$ cat src/rtl/hw_lanes_pkg.sv
package hw_lanes_pkg;

  localparam int LANE_W   = 16;
  localparam int MASK_W   = 32;

  localparam int OP_PASS  = 0;
  localparam int OP_NEG   = 1;
  localparam int OP_ABS   = 2;

  typedef logic [LANE_W-1:0] lane_t;

  typedef struct packed {
    logic       mask_off;
    logic       zero_mode;
    logic       bcast;
    logic [1:0] vlen;
  } wb_ctrl_t;

  // Lanes enabled by a length code; codes 2 and 3 both mean the full 512 bits.
  function automatic int lanes_for(logic [1:0] code);
    case (code)
      2'd0:    return 8;
      2'd1:    return 16;
      default: return 32;
    endcase
  endfunction

  // Bit position where the cleared tail starts for a length code.
  function automatic int tail_bit(logic [1:0] code);
    return lanes_for(code) * LANE_W;
  endfunction

endpackage

$ cat src/rtl/lane_fn.sv
module lane_fn
  import hw_lanes_pkg::*;
#(
  parameter int OP = OP_NEG
) (
  input  lane_t a,
  output lane_t y
);

  generate
    if (OP == OP_PASS) begin : g_pass
      assign y = a;
    end else if (OP == OP_ABS) begin : g_abs
      assign y = {1'b0, a[LANE_W-2:0]};
    end else begin : g_neg
      assign y = {~a[LANE_W-1], a[LANE_W-2:0]};
    end
  endgenerate

endmodule

$ cat src/rtl/lane_front.sv
module lane_front
  import hw_lanes_pkg::*;
#(
  parameter int LANES   = 32,
  parameter int LANE_OP = OP_NEG,
  localparam int VW     = LANES * LANE_W
) (
  input  logic [VW-1:0] src_vec,
  input  logic          bcast,
  output logic [VW-1:0] res_vec
);

  lane_t lane0;
  assign lane0 = src_vec[LANE_W-1:0];

  for (genvar i = 0; i < LANES; i++) begin : g_lane
    lane_t opnd;
    lane_t rslt;

    assign opnd = bcast ? lane0 : src_vec[i*LANE_W +: LANE_W];

    lane_fn #(.OP(LANE_OP)) u_fn (
      .a (opnd),
      .y (rslt)
    );

    assign res_vec[i*LANE_W +: LANE_W] = rslt;
  end

endmodule

$ cat src/rtl/lane_merge.sv
module lane_merge
  import hw_lanes_pkg::*;
#(
  parameter int LANES = 32,
  localparam int VW   = LANES * LANE_W
) (
  input  logic [VW-1:0]    res_vec,
  input  logic [VW-1:0]    old_vec,
  input  logic [LANES-1:0] mask,
  input  wb_ctrl_t         ctrl,
  output logic [VW-1:0]    dst,
  output logic [LANES-1:0] calc_l,
  output logic [LANES-1:0] zero_l,
  output logic [LANES-1:0] keep_l,
  output logic [LANES-1:0] tail_l
);

  function automatic logic [LANES-1:0] span(logic [1:0] code);
    logic [LANES-1:0] s;
    for (int k = 0; k < LANES; k++) s[k] = (k < lanes_for(code));
    return s;
  endfunction

  logic [LANES-1:0] act_l;
  assign act_l = span(ctrl.vlen);

  for (genvar i = 0; i < LANES; i++) begin : g_lane
    logic pick;
    assign pick      = ctrl.mask_off | mask[i];
    assign calc_l[i] = act_l[i] & pick;
    assign zero_l[i] = act_l[i] & ~pick & ctrl.zero_mode;
    assign keep_l[i] = act_l[i] & ~pick & ~ctrl.zero_mode;
    assign tail_l[i] = ~act_l[i];

    assign dst[i*LANE_W +: LANE_W] =
      calc_l[i] ? res_vec[i*LANE_W +: LANE_W] :
      keep_l[i] ? old_vec[i*LANE_W +: LANE_W] : '0;
  end

endmodule

$ cat src/rtl/vec_mask_wb.sv
module vec_mask_wb
  import hw_lanes_pkg::*;
#(
  parameter int MAX_W   = 512,
  parameter int LANE_OP = OP_NEG
) (
  input  logic             clk,
  input  logic             rst_n,
  input  logic             in_valid,
  output logic             in_ready,
  input  logic [MAX_W-1:0] src_vec,
  input  logic [MAX_W-1:0] old_vec,
  input  logic [31:0]      lane_mask,
  input  logic             mask_off,
  input  logic             zero_mode,
  input  logic             bcast,
  input  logic [1:0]       vlen_sel,
  output logic             out_valid,
  input  logic             out_ready,
  output logic [MAX_W-1:0] dst_vec
);

  localparam int LANES = MAX_W / LANE_W;

  // Handshake events, named for the checker.
  logic acc;
  logic s1_move;
  logic s2_ready;
  logic out_fire;

  logic             s1_valid;
  logic [MAX_W-1:0] s1_res;
  logic [MAX_W-1:0] s1_old;
  logic [LANES-1:0] s1_mask;
  wb_ctrl_t         s1_ctrl;
  logic [1:0]       s2_vlen;

  logic [LANES-1:0] mask_in;
  logic [MAX_W-1:0] front_res;
  logic [MAX_W-1:0] merged;
  logic [LANES-1:0] calc_l, zero_l, keep_l, tail_l;
  wb_ctrl_t         ctrl_in;

  for (genvar i = 0; i < LANES; i++) begin : g_mask
    if (i < MASK_W) begin : g_have
      assign mask_in[i] = lane_mask[i];
    end else begin : g_none
      assign mask_in[i] = 1'b0;
    end
  end

  assign ctrl_in = '{mask_off: mask_off, zero_mode: zero_mode,
                     bcast: bcast, vlen: vlen_sel};

  assign out_fire = out_valid & out_ready;
  assign s2_ready = ~out_valid | out_ready;
  assign s1_move  = s1_valid & s2_ready;
  assign in_ready = ~s1_valid | s2_ready;
  assign acc      = in_valid & in_ready;

  lane_front #(.LANES(LANES), .LANE_OP(LANE_OP)) u_front (
    .src_vec (src_vec),
    .bcast   (bcast),
    .res_vec (front_res)
  );

  // Stage 1: lane results travel with their own mask, old value and flags.
  always_ff @(posedge clk) begin
    if (!rst_n) begin
      s1_valid <= 1'b0;
    end else if (acc) begin
      s1_valid <= 1'b1;
    end else if (s1_move) begin
      s1_valid <= 1'b0;
    end
  end

  always_ff @(posedge clk) begin
    if (acc) begin
      s1_res  <= front_res;
      s1_old  <= old_vec;
      s1_mask <= mask_in;
      s1_ctrl <= ctrl_in;
    end
  end

  lane_merge #(.LANES(LANES)) u_merge (
    .res_vec (s1_res),
    .old_vec (s1_old),
    .mask    (s1_mask),
    .ctrl    (s1_ctrl),
    .dst     (merged),
    .calc_l  (calc_l),
    .zero_l  (zero_l),
    .keep_l  (keep_l),
    .tail_l  (tail_l)
  );

  // Stage 2: registered destination.
  always_ff @(posedge clk) begin
    if (!rst_n) begin
      out_valid <= 1'b0;
    end else if (s1_move) begin
      out_valid <= 1'b1;
    end else if (out_fire) begin
      out_valid <= 1'b0;
    end
  end

  always_ff @(posedge clk) begin
    if (s1_move) begin
      dst_vec <= merged;
      s2_vlen <= s1_ctrl.vlen;
    end
  end

endmodule

$ cat config.mk
export PLATFORM = sky130hd
export DESIGN_NAME = vec_mask_wb
export DESIGN_NICKNAME = d
export VERILOG_FILES = /design/src/rtl/hw_lanes_pkg.sv /design/src/rtl/lane_fn.sv /design/src/rtl/lane_front.sv /design/src/rtl/lane_merge.sv /design/src/rtl/vec_mask_wb.sv
export SDC_FILE = /design/constraint.sdc
export NUM_CORES = 2
export LEC_CHECK = 0
export BUFFER_PORTS_ARGS = -buffer_cell sky130_fd_sc_hd__buf_2
export CELL_PAD_IN_SITES_DETAIL_PLACEMENT = 1
export CELL_PAD_IN_SITES_GLOBAL_PLACEMENT = 2
export CORE_AREA = 5 5 617 619
export DETAILED_ROUTE_END_ITERATION = 8
export DIE_AREA = 0 0 622 624
export PLACE_DENSITY = 0.41
export SLEW_MARGIN = 10
export SYNTH_ARGS = -nofsm -noshare
export SYNTH_HDL_FRONTEND = slang
export SYNTH_SLANG_ARGS = --single-unit
$ cat constraint.sdc
create_clock -name clk -period 100.4 [get_ports clk]
set_clock_uncertainty 0.2 [all_clocks]
set_input_delay 15.06 -clock clk [delete_from_list [all_inputs] [get_ports clk]]
set_output_delay 15.06 -clock clk [all_outputs]
set_load 0.1 [all_outputs]
[Word level (Yosys, flattened, before mapping)]
Index checks and enable logic that the tools add are counted.
Cells by class
  reduce and logical (&&, ||, !) cells: 3
  eq/ne operators: 1
  magnitude comparators: 32
  bitwise operators: 200
  muxes and demuxes: 100
Operators by type and width (number)
  2-to-1 mux 16 bit: 95
  bitwise AND 1 bit: 99
  < comparator 5 x 6 -> 1 bit (first input constant): 16
  inverter 1 bit: 67
  < comparator 4 x 6 -> 1 bit (first input constant): 8
  OR 1 bit: 34
  < comparator 3 x 6 -> 1 bit (first input constant): 4
  < comparator 1 x 6 -> 1 bit (first input constant): 2
  < comparator 2 x 6 -> 1 bit (first input constant): 2
  one-hot mux 6 bit (2 select lines): 1
  2-to-1 mux 1 bit: 4
  nonzero test 2 bit: 2
  equality test 2 x 1 -> 1 bit (second input constant): 1
  zero test 2 bit: 1
Word-level totals
  bits in registers: 1574
  input port bits: 1065

[Depth between registers and ports, before layout]
  depth after elaboration: 7
  gate-level depth with buffers: 9

[By module]
A second synthesis with hierarchy kept.
Unflattened totals
  cell total of the unflattened synthesis: 3898
  area total of the unflattened synthesis: 65900.7 um^2
By module, submodules not included
  vec_mask_wb: seq. area each 47275.3 um^2, area each 47339.2 um^2, times used 1, cells an instance 1582
  lane_merge: seq. area each 0.0 um^2, area each 8484.4 um^2, times used 1, cells an instance 1205
  lane_front: seq. area each 0.0 um^2, area each 6353.6 um^2, times used 1, cells an instance 599
  lane_fn: seq. area each 0.0 um^2, area each 116.4 um^2, times used 32, cells an instance 16

[Worst setup path after synthesis]
Ideal clock, no wire load.
  kind: input -> register
  from: input out_ready
  to: register s1_ctrl[0] (netlist name), enable pin
  stages on the path: 2
  setup time: 2.843 ns
  buffers on the path: 0
  arrival: 65.821 ns
  slack: 31.536 ns
  data required time: 97.357 ns
  cells stage by stage: nor2b_1 > a21oi_1
Between the ends
  longest elaborated chain between the ends: 3
Ends and longest elaborated chain
  from (decl): RTL line vec_mask_wb.sv:19  | input logic out_ready,
  OR 1 bit: RTL line vec_mask_wb.sv:56  | assign s2_ready = ~out_valid | out_ready;
  OR 1 bit: RTL line vec_mask_wb.sv:58  | assign in_ready = ~s1_valid | s2_ready;
  bitwise AND 1 bit: RTL line vec_mask_wb.sv:59  | assign acc = in_valid & in_ready;
  named net acc: RTL line vec_mask_wb.sv:26  | logic acc;
  to (signal assigned): RTL line vec_mask_wb.sv:83  | s1_ctrl <= ctrl_in;
  to (decl): RTL line vec_mask_wb.sv:35  | wb_ctrl_t s1_ctrl;
The timed path passes the listed nets, and every way through them passes these cells.
A chain may end at the register's enable or synchronous reset.

[Final worst setup path]
  from: input out_ready
  to: output in_ready
Between the ends
  longest elaborated chain between the ends: 2
Ends and longest elaborated chain
  OR 1 bit: RTL line vec_mask_wb.sv:56
  OR 1 bit: RTL line vec_mask_wb.sv:58
  to (decl): RTL line vec_mask_wb.sv:10  | output logic in_ready,
Every way passes these cells.

==> out/results.md <==
| Item | Value | Unit |
| --- | --- | --- |
| Net switching power figure | 496 | µW |
| Critical Path, Cell by Cell | buf_2 > nand3b_1 > buf_2 | - |
| Clock Sink Count | 1,574 | - |
| Number of maximum-capacitance constraint violations | 0 | - |
| Net count reported at finish | 6,439 | - |
| Clock root buffer | sky130_fd_sc_hd__clkbuf_16 | - |
| Worst-path cell with the longest stage delay | sky130_fd_sc_hd__buf_2 | - |
| Total routed wirelength | 345,000 | µm |
| Clock insertion delay at the later pin of the skew report | 0.88 | ns |
| Number of rows in the core area | 225 | - |
| Number of max-slew violations in the final report | 0 | - |
| Ratio of cells with drive above 1 in the final layout | 0.361 | - |
| Worst path required time | 85.14 | ns |
| Worst slew margin relative to its limit | 0.187 | - |
| Class of the worst hold path | flop to flop | - |
| Final setup violation count | 0 | - |
| Initial antenna violation count | 421 | - |
| Worst EP arrival | 15.71 | ns |
| Cells after Synth | 3,761 | - |
| Vias in the first global route | 43,100 | - |
| Area of the multi-input gates | 9800 | µm² |
| Number of distinct library cells after synthesis | 29 | - |
| Met2 track demand over resource | 0.314 | - |
| Final HPWL from detailed placement | 253,000 | µm |
| Status | completed | - |
| Highest-count cells in the layout ignoring fill and taps | sky130_fd_sc_hd__buf_2 (1,577), sky130_fd_sc_hd__edfxtp_1 (1,572), sky130_fd_sc_hd__o21ai_0 (710) | - |
| Post-DR vias/cell | 3.92 | - |
| Highest Clock Rate | 32.3 | MHz |
| Combinational power share | 0.127 | - |
| Count of unresolved DRC violations after routing | 0 | - |
| Sequential share of power | 0.460 | - |
| Post-synth design cell area | 59,900 | µm² |
| Gp weighted congestion | 0.830 | - |
| Number of detailed-route iterations in the first pass | 6 | - |
| Largest stage delay on the critical path | 0.44 | ns |
| Class of the most critical setup path | input pin to output pin | - |
| Warning count from the yosys run | 0 | - |
| Std-Cell Core Area | 374,000 | µm² |
| Most common cell after layout, fill and taps aside | sky130_fd_sc_hd__buf_2 | - |
| Register area share after synthesis | 0.789 | - |
| Clock period minus worst slack | 30.97 | ns |
| Leading cell types by total area after synthesis | sky130_fd_sc_hd__edfxtp_1 (79%), sky130_fd_sc_hd__o21ai_0 (5.9%), sky130_fd_sc_hd__a22o_1 (3.7%), sky130_fd_sc_hd__inv_1 (2.9%), sky130_fd_sc_hd__a32o_1 (2.1%) | - |
| VDD IR-drop max | 0.0154 | mV |
| Flop and latch count out of synthesis | 1,574 | - |
| Maximum clock insertion buffer count | 4 | - |
| Wire length of the first global-routing pass | 442,000 | µm |
| Post-Synthesis Net Count | 4,827 | - |
| Power share of the clock group | 0.413 | - |
| Leak | 0.0308 | µW |
| Horizontal die dimension | 622 | µm |
| Die Footprint | 388,000 | µm² |
| Number of buffers inserted by port buffering | 1,578 | - |
| Number of buffers and inverters on the critical path | 2 | - |
| Number of nets with antenna violations after detailed routing | 0 | - |
| Maximum number of pins on one net before global-route repair | 134 | - |
| Logic depth of the worst path, buffers included | 3 | - |
| Int Power | 1230 | µW |
| Initial core utilization | 0.160 | - |
| Cells on Worst Hold Path | 1 | - |
| Final hold violations | 0 | - |
| Post-synth top area share | 0.788 | - |
| Biggest area consumer among synthesized cells | sky130_fd_sc_hd__edfxtp_1 | - |
| Total negative slack | 0 | ns |
| Overflow left after global routing | 0 | - |
| Number of levels in the clock H-tree | 4 | - |
| Crit start category | input pin | - |
| Footprint of the flip-flops and latches | 47,200 | µm² |
| Share of the clock period used by the worst path | 0.308 | - |
| Met3 demand-to-capacity share in global routing | 0.0435 | - |
| Min Hold Slack | 0.310 | ns |
| Least-Margin Pin Slew | 1.22 | ns |
| Resized cells post-CTS | 0 | - |
| Gr busiest metal | met2 | - |
| Cell repeated most along the worst path | sky130_fd_sc_hd__buf_2 | - |
| Syn_area_per_cell | 15.9 | µm² |
| Total via count after detailed routing | 41,700 | - |
| Power per unit of standard cell area | 21.5 | nW/µm² |
| Global-route usage over all layers | 0.170 | - |
| Nature of the critical path endpoint | output pin | - |
| FILL cells | 41,600 | - |
| Average routed wire per standard cell | 32.5 | µm |
| Chip Height | 624 | µm |
| Biggest fanout along the worst timing path | 2 | - |
| Met1 usage in global routing | 0.195 | - |
| RSZ-0062 raised after global routing | no | - |
| Violation count after the first detailed-route iteration | 3,084 | - |
| TritonCTS Buffers | 202 | - |
| Ports | 1,579 | - |
| CTS tree | yes | - |
| Switching power share of the total | 0.287 | - |
| Signed area change from the synthesized netlist to the final layout | 33.8 | % |
| Post-CTS Setup Repair Bufs | 0 | - |
| CTS hold repair buffers | 0 | - |
| Worst Reg-to-Reg Cells | 6 | - |
| Register clock-pin slew on the reported worst setup and hold paths | 0.05 | ns |
| Family with the most delay on the worst path | buffers and inverters | - |
==> Yosys cell counts <==
library cell                  n
sky130_fd_sc_hd__buf_6       24
sky130_fd_sc_hd__nand2b_1   129
sky130_fd_sc_hd__o21ai_1     11
sky130_fd_sc_hd__nor4_4       8
sky130_fd_sc_hd__inv_1      468
sky130_fd_sc_hd__a21boi_0     1
sky130_fd_sc_hd__buf_4       11
sky130_fd_sc_hd__o21ai_0    710
sky130_fd_sc_hd__nor2b_1    130
sky130_fd_sc_hd__buf_2       26
sky130_fd_sc_hd__nand3b_1     1
sky130_fd_sc_hd__clkbuf_1   178
sky130_fd_sc_hd__buf_1       12
sky130_fd_sc_hd__or2_1        7
sky130_fd_sc_hd__dfxtp_1      2
sky130_fd_sc_hd__a21oi_1     32
sky130_fd_sc_hd__a32o_1     128
sky130_fd_sc_hd__ha_1         1
sky130_fd_sc_hd__o21ba_2      8
sky130_fd_sc_hd__nand2_1     15
sky130_fd_sc_hd__o22a_2       8
sky130_fd_sc_hd__or2_2        2
sky130_fd_sc_hd__edfxtp_1  1572
sky130_fd_sc_hd__o21a_1       9
sky130_fd_sc_hd__and2_1       1
sky130_fd_sc_hd__nor2_1       1
sky130_fd_sc_hd__buf_12       2
sky130_fd_sc_hd__nor4b_4      8
sky130_fd_sc_hd__a22o_1     256
==> worst paths after layout <==
path	start	to	slack [ns]
max	out_ready	in_ready	69.43
min	s1_res[291]	dst_vec[291]	0.31
max reg2reg	out_valid	s1_old[416]	95.04
min reg2reg	s1_res[291]	dst_vec[291]	0.31
==> power groups by stage <==
stage	clock (µW)	sequential [µW]	combinational, µW
2_1_floorplan	0	934	52.6
3_3_place_gp	0	807	224
5_1_grt	762	796	231
3_5_place_dp	0	807	225
4_1_cts	739	794	225
6_report	711	793	219
==> metrics by stage <==
stage / total power (µW) / instances / area [µm²] / worst slack, ns / utilization
finish: 1720 / 10600 / 80200 / 69.43 / 0.214
global route: 1790 / 10600 / 80000 / 69.40 / 0.214
CTS: 1760 / 10500 / 79900 / 69.42 / 0.213
detailed placement: 1030 / 10200 / 73600 / 69.42 / 0.197
global placement: 1030 / 10200 / 73600 / 69.38 / 0.197
floorplan: 987 / 3761 / 59900 / 31.54 / -
==> final cells by class <==
type / instances / share of cell area
Timing Repair Buffer: 1661 / 0.107
Clock inverter: 110 / 0.0116
Tap cell: 4994 / 0.0780
Clock buffer: 248 / 0.0663
Antenna cell: 106 / 0.00331
Inverter: 468 / 0.0219
Multi-Input combinational cell: 1466 / 0.122
Sequential cell: 1574 / 0.589
==> per-layer routing <==
metal	up-vias	routed length [µm]	share of wire
li1	17500	-	-
met5	-	854	0.0025
met2	2000	179000	0.52
met4	136	10700	0.031
met1	21200	131000	0.38
met3	869	23200	0.067
==> registers in the layout (all words and copies together), names as in the netlist <==
register and count:
s1_res 512, dst_vec 512, out_valid 1, s1_mask 32, s1_valid 1, s1_ctrl 4, s1_old 512
==> cells by family (layout without fill, tap and decap cells) <==
| family | after synthesis | in the layout | share of synthesized area |
|---|---|---|---|
| compound gates | 1163 | 1163 | 0.126 |
| simple gates | 302 | 302 | 0.0352 |
| buf+inv | 721 | 2487 | 0.0500 |
| other cells | 0 | 106 | 0 |
| fa+ha+maj | 1 | 1 | 0.000209 |
| flops | 1574 | 1574 | 0.789 |
(Power assumes the default switching activity.)
